`config.mk`:
```
export PLATFORM = sky130hd
export DESIGN_NAME = ucode_addr_front
export DESIGN_NICKNAME = d
export VERILOG_FILES = /design/src/rtl/ucf_pkg.sv /design/src/rtl/ucf_entry_map.sv /design/src/rtl/ucf_load_stage.sv /design/src/rtl/ucf_rom_stage.sv /design/src/rtl/ucode_addr_front.sv
export SDC_FILE = /design/constraint.sdc
export NUM_CORES = 1
export LEC_CHECK = 0
export ABC_AREA = 1
export BUFFER_PORTS_ARGS = -buffer_cell sky130_fd_sc_hd__buf_2
export CORE_MARGIN = 2
export CORE_UTILIZATION = 44
export DETAILED_ROUTE_END_ITERATION = 8
export GPL_ROUTABILITY_DRIVEN = 1
export PLACE_DENSITY_LB_ADDON = 0.05
export SLEW_MARGIN = 20
export SYNTH_ARGS = -nofsm -noshare
export SYNTH_HDL_FRONTEND = slang
export SYNTH_SLANG_ARGS = --single-unit
```
`constraint.sdc`:
```
create_clock -name clk -period 1.25 [get_ports clk]
set_clock_uncertainty 0.15 [all_clocks]
set_input_delay 0.3125 -clock clk [delete_from_list [all_inputs] [get_ports clk]]
set_output_delay 0.3125 -clock clk [all_outputs]
set_load 0.05 [all_outputs]
```
`src/rtl/ucf_pkg.sv`:
```
package ucf_pkg;

    localparam int OPC_W = 8;

    typedef enum logic [2:0] {
        CLS_TRAP,
        CLS_ALU_RM,
        CLS_ALU_ACC,
        CLS_INCDEC,
        CLS_STACK
    } op_class_e;

    // Decode the opcode family that selects a microcode routine.
    function automatic op_class_e classify(input logic [OPC_W-1:0] op);
        if (op[7:6] == 2'b00 && op[2] == 1'b0)    return CLS_ALU_RM;
        if (op[7:6] == 2'b00 && op[2:1] == 2'b10) return CLS_ALU_ACC;
        if (op[7:4] == 4'h4)                      return CLS_INCDEC;
        if (op[7:4] == 4'h5)                      return CLS_STACK;
        return CLS_TRAP;
    endfunction

endpackage

```
`src/rtl/ucf_entry_map.sv`:
```
module ucf_entry_map
    import ucf_pkg::*;
#(
    parameter int                 ENTRY_W   = 9,
    parameter logic [ENTRY_W-1:0] ENT_RM    = 9'h018,
    parameter logic [ENTRY_W-1:0] ENT_ACC   = 9'h01C,
    parameter logic [ENTRY_W-1:0] ENT_INC   = 9'h040,
    parameter logic [ENTRY_W-1:0] ENT_STACK = 9'h050,
    parameter logic [ENTRY_W-1:0] ENT_TRAP  = 9'h1FF
) (
    input  logic [OPC_W-1:0]   opcode,
    output logic [ENTRY_W-1:0] entry
);

    op_class_e cls;

    always_comb begin
        cls = classify(opcode);
        unique case (cls)
            CLS_ALU_RM:  entry = ENT_RM;
            CLS_ALU_ACC: entry = ENT_ACC;
            CLS_INCDEC:  entry = ENT_INC;
            CLS_STACK:   entry = ENT_STACK;
            default:     entry = ENT_TRAP;
        endcase
    end

endmodule

```
`src/rtl/ucf_load_stage.sv`:
```
module ucf_load_stage
    import ucf_pkg::*;
#(
    parameter int STEP_W  = 4,
    parameter int OPF_LSB = 3,
    parameter int OPF_W   = 3
) (
    input  logic              clk,
    input  logic              rst,
    input  logic              hold,
    input  logic              first_strobe,
    input  logic [OPC_W-1:0]  queue_byte,
    output logic [OPC_W-1:0]  opcode,
    output logic [STEP_W-1:0] step,
    output logic [OPF_W-1:0]  opfield,
    output logic              loaded
);

    localparam logic [STEP_W-1:0] STEP_MAX = {STEP_W{1'b1}};

    typedef struct packed {
        logic [OPC_W-1:0]  opcode;
        logic [STEP_W-1:0] step;
        logic [OPF_W-1:0]  opfield;
        logic              loaded;
    } ld_t;

    ld_t ld_d, ld_q;

    always_comb begin
        ld_d = ld_q;
        if (!hold) begin
            if (first_strobe) begin
                ld_d.opcode  = queue_byte;
                ld_d.step    = '0;
                ld_d.opfield = queue_byte[OPF_LSB +: OPF_W];
                ld_d.loaded  = 1'b1;
            end else if (ld_q.loaded && ld_q.step != STEP_MAX) begin
                ld_d.step = ld_q.step + 1'b1;
            end
        end
    end

    always_ff @(posedge clk) begin
        if (rst) ld_q <= '0;
        else     ld_q <= ld_d;
    end

    assign opcode  = ld_q.opcode;
    assign step    = ld_q.step;
    assign opfield = ld_q.opfield;
    assign loaded  = ld_q.loaded;

    assert_load_R2: assert property (@(posedge clk) disable iff (rst)
        (first_strobe && !hold) |=> (ld_q.step == '0 && ld_q.loaded &&
            ld_q.opfield == $past(queue_byte[OPF_LSB +: OPF_W])));

    assert_advance_R5: assert property (@(posedge clk) disable iff (rst)
        (!hold && !first_strobe && ld_q.loaded && ld_q.step != STEP_MAX)
            |=> (ld_q.step == STEP_W'($past(ld_q.step) + 1'b1)));

    assert_saturate_R6: assert property (@(posedge clk) disable iff (rst)
        (!first_strobe && ld_q.step == STEP_MAX) |=> (ld_q.step == STEP_MAX));

    assert_freeze_R8: assert property (@(posedge clk) disable iff (rst)
        hold |=> ($stable(ld_q.opcode) && $stable(ld_q.step) && $stable(ld_q.opfield)));

    assert_opfield_R9: assert property (@(posedge clk) disable iff (rst)
        (!first_strobe) |=> $stable(ld_q.opfield));

endmodule

```
`src/rtl/ucf_rom_stage.sv`:
```
module ucf_rom_stage #(
    parameter int ENTRY_W = 9,
    parameter int STEP_W  = 4
) (
    input  logic               clk,
    input  logic               rst,
    input  logic               hold,
    input  logic [ENTRY_W-1:0] entry_in,
    input  logic [STEP_W-1:0]  step_in,
    input  logic               valid_in,
    output logic [ENTRY_W-1:0] entry,
    output logic [STEP_W-1:0]  step,
    output logic               valid
);

    typedef struct packed {
        logic [ENTRY_W-1:0] entry;
        logic [STEP_W-1:0]  step;
        logic               valid;
    } rs_t;

    rs_t rs_d, rs_q;

    always_comb begin
        rs_d = rs_q;
        if (!hold) begin
            rs_d.entry = entry_in;
            rs_d.step  = step_in;
            rs_d.valid = valid_in;
        end
    end

    always_ff @(posedge clk) begin
        if (rst) rs_q <= '0;
        else     rs_q <= rs_d;
    end

    assign entry = rs_q.entry;
    assign step  = rs_q.step;
    assign valid = rs_q.valid;

    assert_rom_hold_R8: assert property (@(posedge clk) disable iff (rst)
        hold |=> ($stable(rs_q.entry) && $stable(rs_q.step) && $stable(rs_q.valid)));

    assert_valid_sticky_R3: assert property (@(posedge clk) disable iff (rst)
        rs_q.valid |=> rs_q.valid);

endmodule

```
`src/rtl/ucode_addr_front.sv`:
```
module ucode_addr_front
    import ucf_pkg::*;
#(
    parameter int                 ENTRY_W   = 9,
    parameter int                 STEP_W    = 4,
    parameter int                 OPF_LSB   = 3,
    parameter int                 OPF_W     = 3,
    parameter logic [ENTRY_W-1:0] ENT_RM    = 9'h018,
    parameter logic [ENTRY_W-1:0] ENT_ACC   = 9'h01C,
    parameter logic [ENTRY_W-1:0] ENT_INC   = 9'h040,
    parameter logic [ENTRY_W-1:0] ENT_STACK = 9'h050,
    parameter logic [ENTRY_W-1:0] ENT_TRAP  = 9'h1FF
) (
    input  logic               clk,
    input  logic               rst,
    input  logic               hold,
    input  logic               first_strobe,
    input  logic [OPC_W-1:0]   queue_byte,
    output logic [ENTRY_W-1:0] rom_entry,
    output logic [STEP_W-1:0]  rom_step,
    output logic               rom_valid,
    output logic [OPF_W-1:0]   alu_op
);

    logic [OPC_W-1:0]   opcode_q;
    logic [STEP_W-1:0]  step_q;
    logic               loaded_q;
    logic [ENTRY_W-1:0] entry_c;

    ucf_load_stage #(
        .STEP_W (STEP_W),
        .OPF_LSB(OPF_LSB),
        .OPF_W  (OPF_W)
    ) u_load (
        .clk         (clk),
        .rst         (rst),
        .hold        (hold),
        .first_strobe(first_strobe),
        .queue_byte  (queue_byte),
        .opcode      (opcode_q),
        .step        (step_q),
        .opfield     (alu_op),
        .loaded      (loaded_q)
    );

    ucf_entry_map #(
        .ENTRY_W  (ENTRY_W),
        .ENT_RM   (ENT_RM),
        .ENT_ACC  (ENT_ACC),
        .ENT_INC  (ENT_INC),
        .ENT_STACK(ENT_STACK),
        .ENT_TRAP (ENT_TRAP)
    ) u_map (
        .opcode(opcode_q),
        .entry (entry_c)
    );

    ucf_rom_stage #(
        .ENTRY_W(ENTRY_W),
        .STEP_W (STEP_W)
    ) u_rom (
        .clk     (clk),
        .rst     (rst),
        .hold    (hold),
        .entry_in(entry_c),
        .step_in (step_q),
        .valid_in(loaded_q),
        .entry   (rom_entry),
        .step    (rom_step),
        .valid   (rom_valid)
    );

    // A strobe followed by a cycle without hold starts a routine at step 0.
    assert_fetch_latency_R3: assert property (@(posedge clk) disable iff (rst)
        (first_strobe && !hold) ##1 (!hold) |=> (rom_valid && rom_step == '0));

    assert_entry_legal_R4: assert property (@(posedge clk) disable iff (rst)
        rom_valid |-> (rom_entry == ENT_RM || rom_entry == ENT_ACC ||
                       rom_entry == ENT_INC || rom_entry == ENT_STACK ||
                       rom_entry == ENT_TRAP));

    assert_b2b_R7: assert property (@(posedge clk) disable iff (rst)
        (first_strobe && !hold) ##1 (first_strobe && !hold) ##1 (!hold)
            |=> (rom_step == '0));

    assert_idle_R1: assert property (@(posedge clk) disable iff (rst)
        (!rom_valid && !loaded_q) |-> (rom_step == '0));

endmodule

```
==> results of run 1 <==
[worst reg2reg max path: cells and delay by family (launching register included)]
kind	cells	cell delay (ns)
AO/OA/AOI/OAI	1	0.13
AND/OR/NAND/NOR	4	0.32
flip-flops	1	0.37
adder cells (fa/ha/maj)	1	0.16
[final cells by class]
cell class	instances	share of cell area [%]
multi-input cells	80	30.7
inverters	9	2.75
flip-flops and latches	22	32.8
well taps	27	2.40
clock buffers	3	1.60
repair buffers	41	27.6
clock inverters	1	2.13
[metrics by stage]
step,power (W),cell area [sq um]
2_1_floorplan,0.00103,971
3_3_place_gp,0.00109,1140
3_5_place_dp,0.00110,1140
4_1_cts,0.00171,1370
5_1_grt,0.00179,1410
6_report,0.00172,1410
[logic make-up (layout without fill, tap and decap cells)]
group	after synthesis	in the layout
AOI/OAI and AO/OA	23	23
adders and majority gates	1	1
buffers and inverters	21	54
DFF	22	22
and+or+nand+nor	56	56
[worst min-delay path by stage]
stage	slack, ns	to	startpoint
2_1_floorplan	0.29	u_load.opcode[1]$_SDFFE_PP0P_	u_load.opcode[1]$_SDFFE_PP0P_
3_3_place_gp	0.30	u_load.opcode[1]$_SDFFE_PP0P_	u_load.opcode[1]$_SDFFE_PP0P_
3_5_place_dp	0.31	u_load.opcode[1]$_SDFFE_PP0P_	u_load.opcode[1]$_SDFFE_PP0P_
4_1_cts	0.05	u_load.opcode[6]$_SDFFE_PP0P_	queue_byte[6]
5_1_grt	0.06	u_load.opcode[2]$_SDFFE_PP0P_	queue_byte[2]
6_report	0.05	u_load.opcode[6]$_SDFFE_PP0P_	queue_byte[6]
[synth_stat cells]
master / number
nor2_1: 28
nand3_1: 6
nor2_4: 1
inv_6: 1
nor2_8: 1
nand3_2: 1
nand4_1: 2
and2_1: 1
nand2_2: 2
o211ai_1: 1
o21ai_0: 11
ha_1: 1
buf_4: 7
inv_2: 2
a21oi_1: 10
inv_1: 6
buf_2: 1
o21ai_1: 1
clkbuf_2: 1
buf_8: 1
buf_6: 2
nand2_1: 14
dfxtp_1: 22
[registers in the layout (all words and copies together) (netlist names)]
name,count
u_rom.entry,5
u_rom.step,4
u_load.loaded,1
u_load.opfield,2
u_rom.valid,1
u_load.opcode,5
u_load.step,4
[report_power, final]
part | leakage [nW] | internal (W) | switching, W
sequential | 0.187 | 0.000745 | 0.0000335
clock | 0.0279 | 0.000325 | 0.000226
combinational | 0.420 | 0.000157 | 0.000230
[layer usage]
layer	share of wire (%)	track usage (%)	vias up	routed length, um
li1	-	-	455	-
met1	44	22.2	388	976
met2	50	34.0	25	1090
met3	4.1	2.92	5	90
met4	1.8	6.76	0	39
met5	0	0	-	0
[timing repair]
item | CTS | global route
setup buffers | 2 | 0
gates resized for setup | 58 | 7
endpoints found under the setup margin | 20 | 21
pin swaps | 1 | 1
==> results.ini, run 1 <==
[status]
outcome=finished, violations left
violations=negative setup slack

[floorplanning]
die_x_um=50.9
rows=16
fp.coreArea_sq_mm=0.00202
dieArea_sq_mm=0.00260
num_io_pins=29
initial_core_util_pct=48.0
die_y_um=50.9

[place]
place_worst_setup_slack_ns=-0.0243
placedCellCount=177
dp_hpwl_mm=1.39
gp_congestion=0.716
numPortBuffers=27

[route]
route.detailed.drc=0
num_vias=873
viasPerCell=4.77
routedWlPerCell_um=12.0
routed_wl_mm=2.20
drtIter0Drc=5
ant_nets=0
drtPass1Iterations=4

[sta]
slew_headroom_pct=82.3
setup_slack_ns=-0.122
whs_ns=0.0476
worst_pin_slew_ns=0.265
slew_viol_final=0
final.period_utilization_pct=110
fmax_mhz=729
period_needed_ns=1.37
hold_viol_final=0
fin_setup_tns_ns=-1.08
finalSetupViolCount=17
rsz0062_at_grt=yes

[final_layout]
nFillCells=172
nets=170
finalNonFillerCells=183
final_common_cell=nor2_1
synthToLayoutAreaGrowth_pct=45.3
utilization_pct=69.7
seqCellArea_sq_um=462
drive_gt1_share_pct=46.2
final_cell_mix=nor2_1, nand2_1, dfxtp_2
num_antenna_cells=0
multi_input_comb_area_sq_um=433

[cts]
hold_buffers=0
cts_made_buffers=3
cts_tree=yes
insertion_delay_ns=0.30
cts-root-buf=clkbuf_4
cts_buffer_depth=2
htree_levels=1
cts_sinks=22
cts.clk_slew.worst_paths_ns=0.14

[setup_path]
worstPathRequired_ns=0.79
r2r-end=u_load.step[3]$_SDFFE_PP0P_
r2r_cells=6
crit_path_end_kind=primary output
critPathArrivalTime_ns=0.91
max_stage_delay_ns=0.42
crit_fanout=6
path_delay_family=flip-flops
crit_cells=1
critical_path_buf_inv_count=1
cp_slowest_cell=dfxtp_4
reg2reg_slack_ns=0.03
crit_path_cell_trace=buf_6
worstReg2RegStart=u_load.step[0]$_SDFFE_PP0P_
endpoint=rom_entry[5]
critPathKind=flop to primary output
worstSetupStartpoint=u_rom.entry[7]$_SDFFE_PP0N_
startpoint_type=flop

[pwr]
p_leak_nw=0.634
ir_worst_vdd_mv=1.05
p_per_area_mw_per_mm2=1220

[global_route]
overflow=0
grt_usage_pct=18.8
antenna_found_initial=0
grt_pass1_vias=840
grt_max_degree=15
grt_pass1_wl_mm=3.64

[synthesis]
synthSimpleGateAreaFrac_pct=26.8
synth_mux_area_share_pct=0
yosysTopAreaCell=dfxtp_1
synthesis.nets=136
synth_top_area_share_pct=45.4
synth-compound-area-share_pct=12.1
synthXorXnorAreaFrac_pct=0
ys_types=23
yosys-top-cells-area=dfxtp_1, nor2_1, o21ai_0, buf_4, nand2_1
synth.avg_cell_area_sq_um=7.88
yosysWarnings=0
synth_top_family_by_area=simple AND/OR/NAND/NOR gates
netlist_area_sq_um=970
syn-instance-count=123
yosysSeqAreaShare_pct=45.4
synth_fa_ha_area_share_pct=1.29
synth_seq_cells=22

[hold_path]
whs_path_depth=3
hold_path.class=input port to flop

[flow_run]
drv_cap=0

(Power assumes the default switching activity.)
==> run 2, diff against run 1 <==
--- a/config.mk
+++ b/config.mk
@@ -5,13 +5,13 @@
 export SDC_FILE = /design/constraint.sdc
 export NUM_CORES = 1
 export LEC_CHECK = 0
-export ABC_AREA = 1
 export BUFFER_PORTS_ARGS = -buffer_cell sky130_fd_sc_hd__buf_2
 export CORE_MARGIN = 2
-export CORE_UTILIZATION = 44
+export CORE_UTILIZATION = 52
 export DETAILED_ROUTE_END_ITERATION = 8
 export GPL_ROUTABILITY_DRIVEN = 1
 export PLACE_DENSITY_LB_ADDON = 0.05
+export SETUP_SLACK_MARGIN = 0.1
 export SLEW_MARGIN = 20
 export SYNTH_ARGS = -nofsm -noshare
 export SYNTH_HDL_FRONTEND = slang
==> constraint.sdc (replaced) <==
create_clock -name clk -period 1.6 [get_ports clk]
set_clock_uncertainty 0.15 [all_clocks]
set_input_delay 0.4 -clock clk [delete_from_list [all_inputs] [get_ports clk]]
set_output_delay 0.4 -clock clk [all_outputs]
set_load 0.05 [all_outputs]
==> run 2 against run 1 <==
The run now ends clean. Global-route usage increased by 0.36 points. Synthesized cell count decreased by 14%. Combinational power decreased by 52%. Core utilization decreased by 3.1 points. Die area decreased by 18%. Sequential cell count unchanged. Largest cell class unchanged. Largest power group unchanged.
==> results.ini, run 2 <==
[sta]
period_needed_ns=1.44
whs_ns=0.178
worst_pin_slew_ns=0.398
slew_viol_final=0
hold_viol_final=0
slew_headroom_pct=72.8
fmax_mhz=692
fin_setup_tns_ns=0
final.period_utilization_pct=90.3
finalSetupViolCount=0
rsz0062_at_grt=no

[route]
viasPerCell=5.28
route.detailed.drc=0
drtPass1Iterations=4
wl_met1_um=805
routedWlPerCell_um=11.7
ant_nets=0
num_vias=824
wl_met3_um=107
highest_layer=met4
routed_wl_mm=1.82
drtIter0Drc=12
wl_met2_um=874

[global_route]
grt_pass1_wl_mm=2.89
grt_pass1_vias=681
antenna_found_initial=0
overflow=0
grt_max_degree=12
grt_usage_pct=19.1

[cts]
cts_tree=yes
cts_made_buffers=3
cts_buffer_depth=2
cts.clk_slew.worst_paths_ns=0.11
insertion_delay_ns=0.29
cts_sinks=22
cts-root-buf=clkbuf_4
htree_levels=1

[hold_path]
holdPathEnd=u_load.opfield[1]$_SDFFE_PP0P_
whs_path_depth=3
hp-start=queue_byte[4]
hold_path.class=input port to flop

[flow_run]
drv_cap=0

[setup_path]
r2r-end=u_load.step[0]$_SDFFE_PP0P_
startpoint_type=flop
crit_fanout=2
r2r_cells=3
critical_path_buf_inv_count=1
critPathArrivalTime_ns=0.89
reg2reg_slack_ns=0.18
critPathKind=flop to primary output
crit_path_cell_trace=buf_2
crit_path_end_kind=primary output
path_delay_family=flip-flops
cp_slowest_cell=dfxtp_1
worstReg2RegStart=u_load.step[0]$_SDFFE_PP0P_
max_stage_delay_ns=0.34
worstPathRequired_ns=1.05

[pwr]
p_per_area_mw_per_mm2=885
p_leak_nw=0.517
ir_worst_vdd_mv=0.553

[final_layout]
final_cell_mix=dfxtp_1, nand2_1, buf_4
num_antenna_cells=0
final_common_cell=dfxtp_1
drive_gt1_share_pct=30.5
nets=146
synthToLayoutAreaGrowth_pct=22.5

[synthesis]
yosysWarnings=0
ys_types=28
synth_ff_type=dfxtp_1
netlist_area_sq_um=928
yosysMostFrequentCell=dfxtp_1
synth_edf_count=0
synth-compound-area-share_pct=15.0
synthesis.nets=119
synth_fa_ha_area_share_pct=1.35
synth_top_family_by_area=simple AND/OR/NAND/NOR gates
async_flop_share_pct=0
synth_seq_cells=22
synthSimpleGateAreaFrac_pct=18.5
yosys-top-cells-area=dfxtp_1, nand2_1, buf_4, mux2i_1, a21oi_1
synth_top_area_share_pct=47.4
yosysTopAreaCell=dfxtp_1
yosysSeqAreaShare_pct=47.4
synth_mux_area_share_pct=6.60
yosys-top-cells-count=dfxtp_1, nand2_1, a21oi_1, nor2_1, buf_4
syn-instance-count=106
synthXorXnorAreaFrac_pct=0
synth.avg_cell_area_sq_um=8.76

[place]
dp_hpwl_mm=1.35
gp_congestion=0.814
numPortBuffers=27

[floorplanning]
num_io_pins=29
die_x_um=46.3
initial_core_util_pct=54.4
rows=15
dieArea_sq_mm=0.00214
fp.coreArea_sq_mm=0.00171
die_y_um=46.3

[status]
outcome=complete, no violations

-- run 2: cell types whose count changed after synthesis, sizes merged, moves of 3 or more --
cell / before / now
nor2: 30 / 8
nand3: 7 / 2
a31oi: 0 / 4
mux2i: 0 / 5
o21ai: 12 / 1
inv: 9 / 6
nor3: 0 / 4
-- run 2: how the worst max path moves through the flow --
stage | startpoint | endpoint | slack, ns | cells after the start
floorplan | u_load.step[0]$_SDFFE_PP0P_ | u_load.step[0]$_SDFFE_PP0P_ | 0.15 | 3
global placement | hold | u_load.step[0]$_SDFFE_PP0P_ | 0.07 | 4
detailed placement | hold | u_load.step[0]$_SDFFE_PP0P_ | 0.05 | 4
CTS | u_rom.entry[7]$_SDFFE_PP0N_ | rom_entry[1] | 0.11 | 1
global route | u_rom.step[1]$_SDFFE_PP0N_ | rom_step[1] | 0.10 | 1
finish | u_rom.step[1]$_SDFFE_PP0N_ | rom_step[1] | 0.16 | 1
-- run 2: through the flow --
| step | instances | utilization (%) | instance area (sq um) | power (W) | worst slack [ns] |
|---|---|---|---|---|---|
| floorplan | 106 | - | 930 | 0.000732 | 0.152 |
| global placement | 153 | 62.5 | 1070 | 0.000769 | 0.0655 |
| detailed placement | 153 | 62.5 | 1070 | 0.000772 | 0.0505 |
| CTS | 156 | 64.0 | 1090 | 0.00101 | 0.109 |
| global route | 156 | 66.6 | 1140 | 0.00106 | 0.103 |
| finish | 156 | 66.6 | 1140 | 0.00101 | 0.156 |
-- run 2: final cells by class --
class                           instances  area (sq um)
Clock buffer                            3          22.5
Fill cell                             161           571
Timing Repair Buffer                   34           229
Tap cell                               25          31.3
Multi-Input combinational cell         66           390
Sequential cell                        22           442
Inverter                                6          22.5
-- run 2: cell families (layout without fill, tap and decap cells) --
family | after synthesis | in the layout
AOI/OAI and AO/OA | 21 | 21
muxes | 6 | 6
DFF | 22 | 22
and+or+nand+nor | 38 | 38
adders and majority gates | 1 | 1
buffers and inverters | 18 | 43
-- run 2: repair_timing --
action | CTS | global route
buffers inserted | 0 | 0
pin swaps | 0 | 1
hold buffers | 0 | 0
endpoints found under the setup margin | 1 | 17
gates resized for setup | 1 | 22
-- run 2: power by group --
group	internal (W)	leakage, nW	switching, W	total, W
combinational	0.0000650	0.324	0.000121	0.000186
sequential	0.000568	0.180	0.0000163	0.000585
clock	0.0000876	0.0138	0.000148	0.000236
total	0.000721	0.517	0.000286	0.00101
-- run 2: routing by layer --
metal / GRT usage [%] / up-vias
met3: 4.71 / 5
met1: 23.2 / 384
li1: - / 407
met5: 0 / -
met2: 31.7 / 28
met4: 8.57 / 0
